`src/rtl/tse_pkg.sv`:
```
package tse_pkg;

    typedef enum logic [2:0] {
        SEQ_L0          = 3'd0,
        SEQ_L0_L1_ACC   = 3'd1,
        SEQ_L0_L1_REJ   = 3'd2,
        SEQ_PP          = 3'd3,
        SEQ_PP_L0       = 3'd4,
        SEQ_PP_L0_L1_ACC = 3'd5,
        SEQ_PP_L0_L1_REJ = 3'd6,
        SEQ_NONE        = 3'd7
    } seq_kind_e;

    typedef enum logic [1:0] {
        SRC_DSCALE = 2'd0,
        SRC_RANDOM = 2'd1,
        SRC_PULSER = 2'd2,
        SRC_SOFT   = 2'd3
    } start_src_e;

    typedef struct packed {
        logic valid;
        logic pp;
        logic l0;
        logic l1;
        logic acc;
    } seq_shape_t;

    function automatic seq_shape_t seq_shape(input logic [2:0] code);
        seq_shape_t s;
        s       = '0;
        s.valid = (code != SEQ_NONE);
        s.pp    = code inside {SEQ_PP, SEQ_PP_L0, SEQ_PP_L0_L1_ACC, SEQ_PP_L0_L1_REJ};
        s.l0    = code inside {SEQ_L0, SEQ_L0_L1_ACC, SEQ_L0_L1_REJ,
                               SEQ_PP_L0, SEQ_PP_L0_L1_ACC, SEQ_PP_L0_L1_REJ};
        s.l1    = code inside {SEQ_L0_L1_ACC, SEQ_L0_L1_REJ,
                               SEQ_PP_L0_L1_ACC, SEQ_PP_L0_L1_REJ};
        s.acc   = code inside {SEQ_L0_L1_ACC, SEQ_PP_L0_L1_ACC};
        return s;
    endfunction

endpackage

```
`src/rtl/tse_start_gen.sv`:
```
module tse_start_gen
    import tse_pkg::*;
#(
    parameter int DSW = 16
) (
    input  logic           clk,
    input  logic           rst,
    input  logic           run,
    input  logic [1:0]     src_sel,
    input  logic [DSW-1:0] ds_period,
    input  logic [7:0]     rnd_thresh,
    input  logic           pulser,
    input  logic           sw_req,
    output logic           start
);

    localparam logic [15:0] LFSR_SEED = 16'hACE1;

    typedef struct packed {
        logic [DSW-1:0] ds_cnt;
        logic [15:0]    lfsr;
        logic           pulser_q;
        logic           start;
    } sg_st_t;

    sg_st_t s_q, s_d;
    start_src_e src;
    logic fire_ds, fire_rnd, fire_pls, fb;

    assign src = start_src_e'(src_sel);

    always_comb begin
        s_d = s_q;
        fb  = s_q.lfsr[15] ^ s_q.lfsr[13] ^ s_q.lfsr[12] ^ s_q.lfsr[10];
        s_d.lfsr     = {s_q.lfsr[14:0], fb};
        s_d.pulser_q = pulser;
        fire_ds  = 1'b0;
        if (!run || src != SRC_DSCALE) begin
            s_d.ds_cnt = ds_period;
        end else if (s_q.ds_cnt == '0) begin
            fire_ds    = 1'b1;
            s_d.ds_cnt = ds_period;
        end else begin
            s_d.ds_cnt = s_q.ds_cnt - 1'b1;
        end
        fire_rnd = s_q.lfsr[7:0] < rnd_thresh;
        fire_pls = pulser & ~s_q.pulser_q;
        unique case (src)
            SRC_DSCALE: s_d.start = run & fire_ds;
            SRC_RANDOM: s_d.start = run & fire_rnd;
            SRC_PULSER: s_d.start = run & fire_pls;
            default:    s_d.start = run & sw_req;
        endcase
    end

    always_ff @(posedge clk) begin
        if (rst) begin
            s_q      <= '0;
            s_q.lfsr <= LFSR_SEED;
        end else begin
            s_q <= s_d;
        end
    end

    assign start = s_q.start;

endmodule

```
`src/rtl/tse_prog_mem.sv`:
```
module tse_prog_mem #(
    parameter int DEPTH = 32,
    parameter int W     = 28,
    localparam int AW   = $clog2(DEPTH)
) (
    input  logic          clk,
    input  logic          we,
    input  logic [AW-1:0] waddr,
    input  logic [W-1:0]  wdata,
    input  logic [AW-1:0] raddr,
    output logic [W-1:0]  rdata
);

    logic [W-1:0] mem_q [DEPTH];

    always_ff @(posedge clk) begin
        if (we) mem_q[waddr] <= wdata;
    end

    assign rdata = mem_q[raddr];

endmodule

```
`src/rtl/trig_seq_emu.sv`:
```
module trig_seq_emu
    import tse_pkg::*;
#(
    parameter int DEPTH  = 32,
    parameter int L1W    = 8,
    parameter int L2W    = 16,
    parameter int DSW    = 16,
    parameter int CNTW   = 16,
    parameter int L0_LAT = 48,
    parameter int L1_LAT = 260,
    parameter int L2_LAT = 3520,
    localparam int AW    = $clog2(DEPTH)
) (
    input  logic            clk,
    input  logic            rst,
    input  logic            run,
    input  logic [1:0]      src_sel,
    input  logic [DSW-1:0]  ds_period,
    input  logic [7:0]      rnd_thresh,
    input  logic            pulser,
    input  logic            sw_req,
    input  logic            busy_in,
    input  logic            err_mode,
    input  logic            force_err,
    input  logic            prog_we,
    input  logic [AW-1:0]   prog_addr,
    input  logic [2:0]      prog_kind,
    input  logic            prog_err,
    input  logic [L1W-1:0]  prog_l1,
    input  logic [L2W-1:0]  prog_l2,
    input  logic [AW-1:0]   prog_last,
    output logic            pp_o,
    output logic            l0_o,
    output logic            l1_o,
    output logic            l2a_o,
    output logic            l2r_o,
    output logic [L1W-1:0]  l1_data_o,
    output logic [L2W-1:0]  l2_data_o,
    output logic [CNTW-1:0] drop_count_o
);

    localparam int TW = $clog2(L2_LAT + 1);
    localparam int EW = 4 + L1W + L2W;

    typedef struct packed {
        logic            active;
        logic [TW-1:0]   tcnt;
        logic [TW-1:0]   endt;
        logic [AW-1:0]   ptr;
        logic            want_l0;
        logic            want_l1;
        logic            want_l2;
        logic            acc;
        logic [L1W-1:0]  l1d;
        logic [L2W-1:0]  l2d;
        logic            force_pend;
        logic [CNTW-1:0] drops;
        logic            pp;
        logic            l0;
        logic            l1;
        logic            l2a;
        logic            l2r;
        logic [L1W-1:0]  l1_out;
        logic [L2W-1:0]  l2_out;
    } emu_st_t;

    emu_st_t q, d;
    logic          start;
    logic [EW-1:0] wr_word, rd_word;
    logic          ent_err;
    logic [2:0]    ent_kind;
    logic [L1W-1:0] ent_l1;
    logic [L2W-1:0] ent_l2;
    seq_shape_t    shp;
    logic          accept, corrupt;

    tse_start_gen #(.DSW(DSW)) u_start (
        .clk(clk), .rst(rst), .run(run), .src_sel(src_sel),
        .ds_period(ds_period), .rnd_thresh(rnd_thresh),
        .pulser(pulser), .sw_req(sw_req), .start(start)
    );

    assign wr_word = {prog_err, prog_kind, prog_l1, prog_l2};

    tse_prog_mem #(.DEPTH(DEPTH), .W(EW)) u_mem (
        .clk(clk), .we(prog_we), .waddr(prog_addr), .wdata(wr_word),
        .raddr(q.ptr), .rdata(rd_word)
    );

    assign ent_err  = rd_word[EW-1];
    assign ent_kind = rd_word[EW-2 -: 3];
    assign ent_l1   = rd_word[L2W +: L1W];
    assign ent_l2   = rd_word[L2W-1:0];

    always_comb begin
        d        = q;
        d.pp     = 1'b0;
        d.l0     = 1'b0;
        d.l1     = 1'b0;
        d.l2a    = 1'b0;
        d.l2r    = 1'b0;
        d.l1_out = '0;
        d.l2_out = '0;
        shp      = seq_shape(ent_kind);
        accept   = start && !busy_in && !q.active;
        corrupt  = q.force_pend | (err_mode & ent_err);
        d.force_pend = q.force_pend | force_err;
        if (start && !accept) d.drops = q.drops + 1'b1;

        if (q.active) begin
            d.tcnt = q.tcnt + 1'b1;
            if (q.tcnt == TW'(L0_LAT)) d.l0 = q.want_l0;
            if (q.tcnt == TW'(L1_LAT) && q.want_l1) begin
                d.l1     = 1'b1;
                d.l1_out = q.l1d;
            end
            if (q.tcnt == TW'(L2_LAT) && q.want_l2) begin
                d.l2a    = q.acc;
                d.l2r    = !q.acc;
                d.l2_out = q.l2d;
            end
            if (q.tcnt == q.endt) d.active = 1'b0;
        end else if (accept) begin
            d.ptr = (q.ptr == prog_last) ? '0 : q.ptr + 1'b1;
            if (shp.valid) begin
                d.force_pend = force_err;
                d.active     = 1'b1;
                d.tcnt       = TW'(1);
                d.pp         = shp.pp;
                d.want_l0    = shp.l0;
                d.want_l1    = shp.l1 | corrupt;
                d.want_l2    = shp.l1 & !corrupt;
                d.acc        = shp.acc;
                d.l1d        = ent_l1;
                d.l2d        = ent_l2;
                if (corrupt)     d.endt = TW'(L1_LAT);
                else if (shp.l1) d.endt = TW'(L2_LAT);
                else             d.endt = TW'(L0_LAT);
            end
        end
    end

    always_ff @(posedge clk) begin
        if (rst) q <= '0;
        else     q <= d;
    end

    assign pp_o         = q.pp;
    assign l0_o         = q.l0;
    assign l1_o         = q.l1;
    assign l2a_o        = q.l2a;
    assign l2r_o        = q.l2r;
    assign l1_data_o    = q.l1_out;
    assign l2_data_o    = q.l2_out;
    assign drop_count_o = q.drops;

endmodule

```
`config.mk`:
```
export PLATFORM = sky130hd
export DESIGN_NAME = trig_seq_emu
export DESIGN_NICKNAME = d
export VERILOG_FILES = /design/src/rtl/tse_pkg.sv /design/src/rtl/tse_start_gen.sv /design/src/rtl/tse_prog_mem.sv /design/src/rtl/trig_seq_emu.sv
export SDC_FILE = /design/constraint.sdc
export NUM_CORES = 1
export LEC_CHECK = 0
export ABC_AREA = 0
export ABC_CLOCK_PERIOD_IN_PS = 4100
export BUFFER_PORTS_ARGS = -buffer_cell sky130_fd_sc_hd__clkbuf_2
export CAP_MARGIN = 30
export CORE_ASPECT_RATIO = 1.25
export CORE_MARGIN = 2
export CORE_UTILIZATION = 40
export DETAILED_ROUTE_END_ITERATION = 12
export PLACE_DENSITY = 0.57
export RECOVER_POWER = 100
export SLEW_MARGIN = 20
export SYNTH_ARGS = -nofsm -noshare
export SYNTH_HDL_FRONTEND = slang
export SYNTH_HIERARCHICAL = 1
export SYNTH_SLANG_ARGS = --single-unit
```
`constraint.sdc`:
```
create_clock -name clk -period 4.1 [get_ports clk]
set_input_delay 0.82 -clock clk [delete_from_list [all_inputs] [get_ports clk]]
set_output_delay 0.82 -clock clk [all_outputs]
set_load 0.01 [all_outputs]
```
# ---- Yosys cells after proc, flatten, opt, wreduce, memory -nomap -nowiden
# Memory sizes are Yosys's and may differ from the RTL's. A register that Yosys moved wholly into a read port is not among the register bits.
# Index checks and enable logic that the tools add are counted.
dict set report totals {
  regBits 138
  ram_bits 896
  in_bits 73
  word_cells 112
  n_memories 1
}
# memory words word_bits rd rd_ports_with_merged_regs write_ports line
set memory_table {}
lappend memory_table {u_mem.mem_q 32 28 1 1 1 tse_prog_mem.sv:14} ;# logic [W-1:0] mem_q [DEPTH];
dict set report op_classes {
  addsub 4
  n_lt_le_gt_ge 1
  eq_ne 14
  muxes 19
  bitwise_logic 20
  reduce_logical 30
}
# op n
set ops {}
lappend ops {{two-way mux 59 bit} 1}
lappend ops {{two-way mux 16 bit} 2}
lappend ops {{two-way mux 29 bit} 1}
lappend ops {{two-way mux 25 bit} 1}
lappend ops {{two-way mux 12 bit} 2}
lappend ops {{adder 16 x 1 -> 16 bit (second input constant)} 1}
lappend ops {{zero test 16 bit} 1}
lappend ops {{subtractor 16 x 1 -> 16 bit (second input constant)} 1}
lappend ops {{two-way mux 5 bit} 3}
lappend ops {{two-way mux 13 bit} 1}
lappend ops {{adder 12 x 1 -> 12 bit (second input constant)} 1}
lappend ops {{== test 12 bit} 1}
lappend ops {{== test 12 bit (second input constant)} 1}
lappend ops {{== test 12 x 6 -> 1 bit (second input constant)} 1}
lappend ops {{== test 12 x 9 -> 1 bit (second input constant)} 1}
lappend ops {{== test 3 bit (second input constant)} 3}
lappend ops {{OR reduction 3 bit} 3}
lappend ops {{< comparator 8 bit} 1}
lappend ops {{nonzero test 2 bit} 4}
lappend ops {{nonzero test 4 bit} 2}
lappend ops {{AND 1 bit} 7}
lappend ops {{two-way mux 1 bit} 7}
lappend ops {{inverter 1 bit} 7}
lappend ops {{== test 3 x 2 -> 1 bit (second input constant)} 2}
lappend ops {{other kinds (19)} 33}

# ---- Longest topological paths before layout
# Gate-level depths: netlist of the first run.
dict set report logic_depth {
  word_depth 7
  mapped_depth 14
  depth_no_buf 11
}

# ---- Cells and area by module
# Netlist of the first run, hierarchy kept.
# module n_inst cells_per_inst area_per_inst_um2 seq_area_each_um2
set by_module_without_submodules {}
lappend by_module_without_submodules {tse_prog_mem 1 1956 34891.0 26905.8}
lappend by_module_without_submodules {trig_seq_emu 1 458 4046.4 1901.8}
lappend by_module_without_submodules {tse_start_gen 1 171 1619.1 680.7}

# ---- Worst setup path after synthesis of the first run
# No wires, ideal clock.
dict set report synth_timing {
  path_type {in2reg}
  startpoint {input prog_addr[1]}
  endpoint {memory u_mem.mem_q[12][0] (enable)}
  setup_time_ns 0.413
  arrival_ns 2.668
  t_required_ns 3.687
  setup_slack_ns 1.019
  path_stages 3
  n_path_buf 1
  path_cell_list {or3b_2 -> clkbuf_1 -> nor2_1}
}
# item line
set synth_rtl {}
lappend synth_rtl {{from (decl)} trig_seq_emu.sv:26} ;# input logic [AW-1:0] prog_addr,
lappend synth_rtl {{to (decl)} tse_prog_mem.sv:14}
# No word-level cell before the write port.

# ---- Final worst setup path of the first run
dict set report layout_timing {
  startpoint {input prog_addr[1]}
  endpoint {memory u_mem.mem_q[1][9] (enable)}
}
# No word-level cell before the write port.

==> out/results.ini, run 1 <==
[placed_design]
dp_hpwl_um = 57000
gp_congestion = 0.801
port-buffer-count = 117

[detailed_routing]
dr.pass1.iters = 5
drc = 0
avgRoutedWirePerCell_um = 25.5
drt_iter0_drc = 1784
via_count = 22600
ant_nets = 0
routed_wl_um = 104000
via_per_inst = 5.52

[grt]
antenna_found_initial = 6
grt_overflow = 0
first_global_vias = 22900
grt_max_degree = 85
grt_usage_pct = 19.8
grt_pass1_wl_um = 151000

[synth]
synth_most_common_cell = edfxtp_1
synth_common_cells = 896 x edfxtp_1, 451 x mux2i_1, 159 x nand2_1
synth_area_um2 = 40600
synth_top_cell_by_area = edfxtp_1
ys_seq_area_share_pct = 72.7
synth_cells = 2585
synth_area_leaders = edfxtp_1 66%, mux2i_1 11%, dfxtp_1 6.4%, a21oi_1 1.7%, a22oi_1 1.6%
syn-num-nets = 2676
synthDistinctLibCells = 59
synth.top_cell.area_share_pct = 66.3
synth_seq_cells = 1025
yosysWarnings = 6
avgSynthCellArea_um2 = 15.7
synth-async-reset-ratio_pct = 0
synth_edf_count = 896
synth_ff_type = edfxtp_1

[sta]
maxSlewViolCount = 445
timing.final.crit_period_ps = 3650
finClkSkew_ps = 26.6
tightest_slew_ps = 2960
setup_viol = 0
rsz0062_at_grt = no
slew_headroom_pct = -97.3
max_freq_mhz = 274
period_share_pct = 89.1
hold_viol_final = 0
tns_ps = 0

[final_layout]
antenna_cells = 0
area_growth_pct = 12.6
finish.utilization_pct = 45.4
drive_gt1_share_pct = 10.8
nets = 2786

[pwr]
leakagePower_uw = 0.0140
peakVddDrop_v = 0.000304
power_uw = 21500
power.density_nw_per_um2 = 471

[clock_tree]
root_buffer = clkbuf_16
clk_latency_ps = 680
postCtsHoldBufs = 0
cts_setup_buffers = 0
cts_buffer_depth = 3
ctsHtreeMaxLevel = 3
path_clk_slew_ps = 60
clock-sinks = 1025
cts.repair.resized = 0
cts_buffers = 100
cts_tree = done

[run_status]
violations = capacitance limit, slew limit
status = complete, but fails checks

[critical_path]
slowest_stage = clkbuf_1
cp-start-kind = input port
path_delay_family = buffers and inverters
cpPeakStageDelay_ps = 2100
worstSetupPathType = in -> reg
cpMostUsedCell = clkbuf_1
cp-end-kind = flip-flop
worstPathCellList = clkbuf_1 > nand3b_1 > nor2_4 > clkbuf_1
critPathRequiredTime_ps = 4310
crit_buf_inv = 2
cp_data_arrival_time_ps = 3860
crit_path_max_fanout = 28

[die]
io_pins = 118
core.rowCount = 130
die_w_um = 289
dieHeight_um = 360
dieArea_um2 = 104000
core_um2 = 101000
start_util_pct = 40.3

[worst_hold_path]
hp-class = in -> reg

[run]
cap_viol_max_count = 17

state kept, by name, indices dropped and copies added (netlist names):
register,cells
l2r_o,1
l1_data_o,8
q,50
l2a_o,1
l0_o,1
u_start/s_q,18
l2_data_o,16
l1_o,1
u_start/start,1
drop_count_o,16
u_start/s_d,15
u_mem/mem_q,896
pp_o,1
cell type report:
type,count,area (µm²)
Clock buffer,126,2690
Clock inverter,55,623
Fill cell,8776,54900
Inverter,20,75.1
Multi-Input combinational cell,1362,10100
Sequential cell,1025,29500
Tap cell,1320,1650
Timing Repair Buffer,186,1060
path summary, 6_finish.rpt:
path,start,to,depth (start not counted),slack (ps)
worst min register to register,u_start/s_d[12],u_start/s_d[13],1,410
worst max-delay path,prog_addr[1],u_mem/mem_q[1][9],4,450
worst min-delay path,force_err,q[45],3,400
worst max register to register,q[74],q[68],9,520
placed cells by master (no fill, tap or decap), types with 12 or more instances in the layout:
cell       count
dfxtp_1      128
clkbuf_1     107
clkinv_2      20
a21oi_1      136
xor2_1        19
a22oi_1       85
a211oi_1      17
nor2b_1       17
edfxtp_1     896
inv_1         20
xnor2_1       15
a22o_1        56
o21ai_0       13
and2_0        16
nor3_1        44
nand3_1      101
nand2_1      159
nor2_4        26
nor2_1        55
clkbuf_16    102
buf_4         23
a31oi_1       29
ha_1          18
mux2i_1      451
clkbuf_2      62
buf_12        12
report_power, final:
part	switching (µW)	leakage (µW)	internal (µW)
combinational	465	0.00325	233
clock	3930	0.00162	5360
sequential	57.4	0.00912	11500
worst register-to-register path, stage by stage (launching register included):
cell,delay (ps)
dfxtp_4,740
buf_12,540
clkbuf_2,910
mux2i_1,360
a22o_1,180
nor3_1,60
a31oi_1,280
nand3_1,170
nand2_1,100
a21oi_1,60
cell families (layout without fill, tap and decap cells):
family	count (synthesis)	count (layout)	synth area share (%)
and+or+nand+nor	502	502	6.03
muxes	452	452	11.2
buffers and inverters	198	387	2.84
AOI/OAI and AO/OA	356	356	5.98
DFF	1025	1025	72.7
adders and majority gates	18	18	0.555
xor gates and xnor gates	34	34	0.734
per-stage QoR:
stage	setup slack [ps]	hold slack [ps]	cells	cell area, µm²
6_report	448	396	4094	45700
4_1_cts	814	353	4094	46000
3_3_place_gp	873	399	3912	42700
5_1_grt	342	372	4094	45700
3_5_place_dp	813	396	3913	42700
2_1_floorplan	1020	389	2585	40600
per-layer routing:
metal	vias to the layer above	global-route usage, %	routed length, µm
met5	-	0	53
met4	8	6.90	3490
met3	203	3.50	6310
met2	709	33.8	51900
met1	11600	25.2	42700
li1	10100	-	-
Power figures use the tool's default switching activity.
==> run 2: changes to the inputs <==
Settings changed: CORE_MARGIN 2 to 1.5.
==> run 2 against run 1 <==
The flow still finishes with violations (capacitance limit, slew limit). Cell count is 0.51% higher. Hold slack better by 18 ps. Non-clock buffer count is 12 higher. Wire length is 0.18% lower. Largest cell class unchanged. Combinational power is 0.9% higher. Critical endpoint is now u_mem/mem_q[9][0]. Setup slack worse by 220 ps. Register-to-register slack worse by 280 ps. Clock power is 3.0% lower. Clock skew is 8.0 ps higher.
==> out/results.ini, run 2 (synthesis gave the netlist of run 1 again) <==
[run_status]
status = complete, but fails checks
violations = capacitance limit, slew limit

[critical_path]
worstPathCellList = clkbuf_1 > or3b_2 > nor2_1 > clkbuf_1
crit_path_max_fanout = 24
cpPeakStageDelay_ps = 1730
cpMostUsedCell = clkbuf_1
reg2reg_to = q[102]
reg2reg_depth = 10
r2r_slack_ps = 240
critPathRequiredTime_ps = 4330
worstSetupPathType = in -> reg
crit_buf_inv = 2
path_depth = 4
r2r_start = q[75]
cp_data_arrival_time_ps = 4110
cp-end-kind = flip-flop
critPathLaunch = prog_addr[3]
slowest_stage = clkbuf_1
crit_end = u_mem/mem_q[9][0]
cp-start-kind = input port
path_delay_family = buffers and inverters

[clock_tree]
cts_setup_buffers = 0
cts_buffers = 100
clock-sinks = 1025
ctsHtreeMaxLevel = 3
postCtsHoldBufs = 0
cts.repair.resized = 0
clk_latency_ps = 670
cts_tree = done
cts_buffer_depth = 3
path_clk_slew_ps = 60
root_buffer = clkbuf_16

[final_layout]
regMostFlops = u_mem/mem_q
largest_reg_flops = 896
drive_gt1_share_pct = 9.66
most-common-layout-cells = 896 x edfxtp_1, 451 x mux2i_1, 159 x nand2_1
nets = 2798
fin_area_um2 = 45400
area_growth_pct = 12.0
fill_cells = 8791
mostFrequentLayoutCell = edfxtp_1
largestRegisters = u_mem/mem_q: 896 flops, q: 50 flops, u_start/s_q: 18 flops

[sta]
finClkSkew_ps = 34.6
setup_viol = 0
maxSlewViolCount = 713
slew_headroom_pct = -99.1
timing.final.crit_period_ps = 3870
period_share_pct = 94.5
max_freq_mhz = 258
rsz0062_at_grt = no
tns_ps = 0
tightest_slew_ps = 2990
hold_viol_final = 0

[detailed_routing]
avgRoutedWirePerCell_um = 25.3
dr.pass1.iters = 5
drc = 0
routed_wl_um = 104000
via_count = 22600
drt_iter0_drc = 1821
via_per_inst = 5.50
ant_nets = 0

[grt]
grt_overflow = 0
grt_max_degree = 100
antenna_found_initial = 3
first_global_vias = 22900
grt_pass1_wl_um = 152000
grt_usage_pct = 19.9

[worst_hold_path]
hp-class = in -> reg
holdPathStages = 3

[die]
dieHeight_um = 359
dieArea_um2 = 103000
start_util_pct = 40.3
core.rowCount = 130
die_w_um = 288
core_um2 = 101000
io_pins = 118

[placed_design]
post_dp_cell_area_um2 = 42800
dp_hpwl_um = 60800
port-buffer-count = 117
gp_congestion = 0.816

[pwr]
peakVddDrop_v = 0.000332
leakagePower_uw = 0.0139
power.density_nw_per_um2 = 468

[run]
cap_viol_max_count = 31

run 2: cell types whose count changed in the layout (fill, tap and decap cells not counted), sizes merged:
cell          delta
clkinvlp         -2
bufinv           -3
buf              +3
dlymetal6s4s     +1
clkinv          +10
clkbuf          +13
diode            +1
inv              -2
run 2: worst min-delay path by stage:
stage	startpoint	end	slack, ps
finish	force_err	q[45]	410
global route	pulser	u_start/s_q[1]	410
CTS	pulser	u_start/s_q[1]	360
detailed placement	u_start/s_d[17]	u_start/s_q[17]	400
global placement	u_start/s_d[17]	u_start/s_q[17]	400
floorplan	u_start/s_d[12]	u_start/s_d[13]	390
run 2: area by class of cell:
class | count | area, µm² | share of cell area [%]
antenna | 1 | 2.50 | 0.00551
clock buffer | 131 | 2660 | 5.86
inverter | 20 | 75.1 | 0.165
timing repair buffer | 198 | 1020 | 2.25
clock inverter | 58 | 556 | 1.22
multi-input combinational | 1362 | 9940 | 21.9
tap | 1320 | 1650 | 3.64
sequential | 1025 | 29500 | 64.9
run 2: stage by stage:
stage	instances	setup slack, ps	hold WS, ps	power, µW	utilization (%)
floorplan	2585	1020	389	12200	-
global placement	3924	295	398	12500	42.6
detailed placement	3925	267	404	12500	42.6
CTS	4114	256	363	21500	45.8
global route	4114	55.6	407	21900	45.2
finish	4115	227	414	21200	45.2
run 2: power breakdown:
part           switching, µW  internal, µW
combinational            472           232
clock                   3890          5100
sequential              56.5         11500
run 2: layer usage:
metal / track usage (%) / routed length [µm] / vias to the layer above
met5: 0 / 24 / -
met4: 5.46 / 2440 / 4
met3: 3.36 / 5870 / 160
met2: 34.2 / 52300 / 673
met1: 25.9 / 43600 / 11700
li1: - / - / 10100
run 2: tightest hold or removal path: stages:
cell and delay, ps:
clkbuf_2 100, a21oi_1 40, nor2_1 70
==> run 3: changes to the inputs <==
Settings changed: CORE_MARGIN 1.5 to default, CORE_UTILIZATION 40 to 37, PLACE_DENSITY 0.57 to 0.54.
==> run 3 against run 2 <==
The run still ends with capacitance limit, slew limit left. Combinational power is 1% higher. Largest power group unchanged. Critical endpoint is now u_mem/mem_q[8][16]. Register-to-register slack better by 270 ps. Cell count increased by 2.9%.
==> out/results.ini, run 3 (synthesis gave the netlist of run 1 again) <==
[die]
die_w_um = 298
core_um2 = 108000
dieArea_um2 = 111000
io_pins = 118
core.rowCount = 135
dieHeight_um = 372
start_util_pct = 37.4

[sta]
tightest_slew_ps = 2920
rsz0062_at_grt = no
setup_ws_ps = 265
timing.final.crit_period_ps = 3840
max_freq_mhz = 261
hold_viol_final = 0
period_share_pct = 93.5
tns_ps = 0
finClkSkew_ps = 41.9
slew_headroom_pct = -94.9
maxSlewViolCount = 1100
setup_viol = 0

[critical_path]
cp-end-kind = flip-flop
critPathRequiredTime_ps = 4350
worstSetupPathType = in -> reg
cp_data_arrival_time_ps = 4080
crit_path_max_fanout = 19
cp-start-kind = input port

[pwr]
power.density_nw_per_um2 = 480
power_frac_seq_pct = 52.4
comb_power_share_pct = 3.2
net-switching-power_uw = 4530
swShare_pct = 20.6
peakVddDrop_v = 0.000309
leakagePower_uw = 0.0141
intPower_uw = 17500
clockPowerShare_pct = 44.4

[detailed_routing]
drt_iter0_drc = 1574
drc = 0
dr.pass1.iters = 7
ant_nets = 0
via_per_inst = 5.32
routed_wl_um = 105000
via_count = 22500
avgRoutedWirePerCell_um = 24.9

[clock_tree]
cts_setup_buffers = 0
ctsHtreeMaxLevel = 3
postCtsHoldBufs = 0
clock-sinks = 1025
root_buffer = clkbuf_16
cts_buffers = 104
cts_tree = done
clk_latency_ps = 690
cts.repair.resized = 0
path_clk_slew_ps = 60
cts_buffer_depth = 3

[placed_design]
port-buffer-count = 117
gp_congestion = 0.843
dp.cells = 4036
pre_cts_ws_ps = 693
dp_hpwl_um = 62600

[grt]
antenna_found_initial = 5
grt_usage_pct = 18.8
grt_overflow = 0
grt_max_degree = 85
first_global_vias = 23000
grt_pass1_wl_um = 155000

[final_layout]
largest_reg_flops = 896
mostFrequentLayoutCell = edfxtp_1
drive_gt1_share_pct = 10.3
most-common-layout-cells = 896 x edfxtp_1, 451 x mux2i_1, 159 x nand2_1
largestRegisters = u_mem/mem_q: 896 flops, q: 50 flops, u_start/s_q: 18 flops
nets = 2795
regMostFlops = u_mem/mem_q
area_growth_pct = 13.3
fill_cells = 9852
finish.utilization_pct = 42.4
final_cells = 4235

[run]
cap_viol_max_count = 41

[worst_hold_path]
hp-class = in -> reg

[run_status]
violations = capacitance limit, slew limit
status = complete, but fails checks

run 3: cell count changes in the layout (fill, tap and decap cells not counted), moves of 5 or more:
cell | before | now
clkbuf_16 | 100 | 106
a211oi_2 | 0 | 5
bufinv_16 | 8 | 14
a211oi_1 | 17 | 12
clkbuf_2 | 50 | 45
clkbuf_1 | 135 | 124
clkinv_2 | 23 | 18
clkbuf_8 | 4 | 9
run 3: power groups by stage:
stage	Clock, µW	Sequential (µW)	Combinational [µW]
final	9790	11500	714
after floorplan	0	11700	419
after CTS	10000	11500	749
after global placement	0	11800	730
after detailed placement	0	11800	747
after global routing	10400	11600	778
run 3: through the flow:
stage               hold WS [ps]  instance area [µm²]  power, µW
floorplan                    389                40600      12200
global placement             399                42900      12500
detailed placement           405                42900      12500
CTS                          334                46400      22300
global route                 378                45900      22700
finish                       377                45900      22000
run 3: routing by layer:
layer	GRT usage (%)	routed length (µm)	up-vias	part of all wire, %
li1	-	-	10100	-
met1	24.5	45400	11600	43
met2	32.9	52600	601	50
met3	2.52	5180	142	4.9
met4	5.00	2020	10	1.9
met5	0	66	-	0.063
run 3: final timing paths:
| kind | slack (ps) | start | cells after the start | endpoint |
|---|---|---|---|---|
| worst max-delay path | 260 | prog_addr[3] | 4 | u_mem/mem_q[8][16] |
| worst min-delay path | 380 | ds_period[1] | 3 | u_start/s_q[19] |
| worst max register to register | 510 | q[74] | 10 | q[47] |
| worst min register to register | 420 | u_start/s_d[17] | 1 | u_start/s_q[17] |
run 3: worst max-delay path, stage by stage:
cell and delay (ps):
clkbuf_1 300, or3b_2 570, nor2_1 1060, dlymetal6s2s_1 1260
run 3: final cells by class:
cell class / instances / area, µm² / area share [%]
Timing Repair Buffer: 191 / 996 / 2.17
Clock buffer: 133 / 2840 / 6.19
Tap cell: 1438 / 1800 / 3.92
Multi-Input combinational cell: 1362 / 10000 / 21.8
Antenna cell: 2 / 5.00 / 0.0109
Clock inverter: 64 / 726 / 1.58
Inverter: 20 / 75.1 / 0.163
Sequential cell: 1025 / 29500 / 64.2
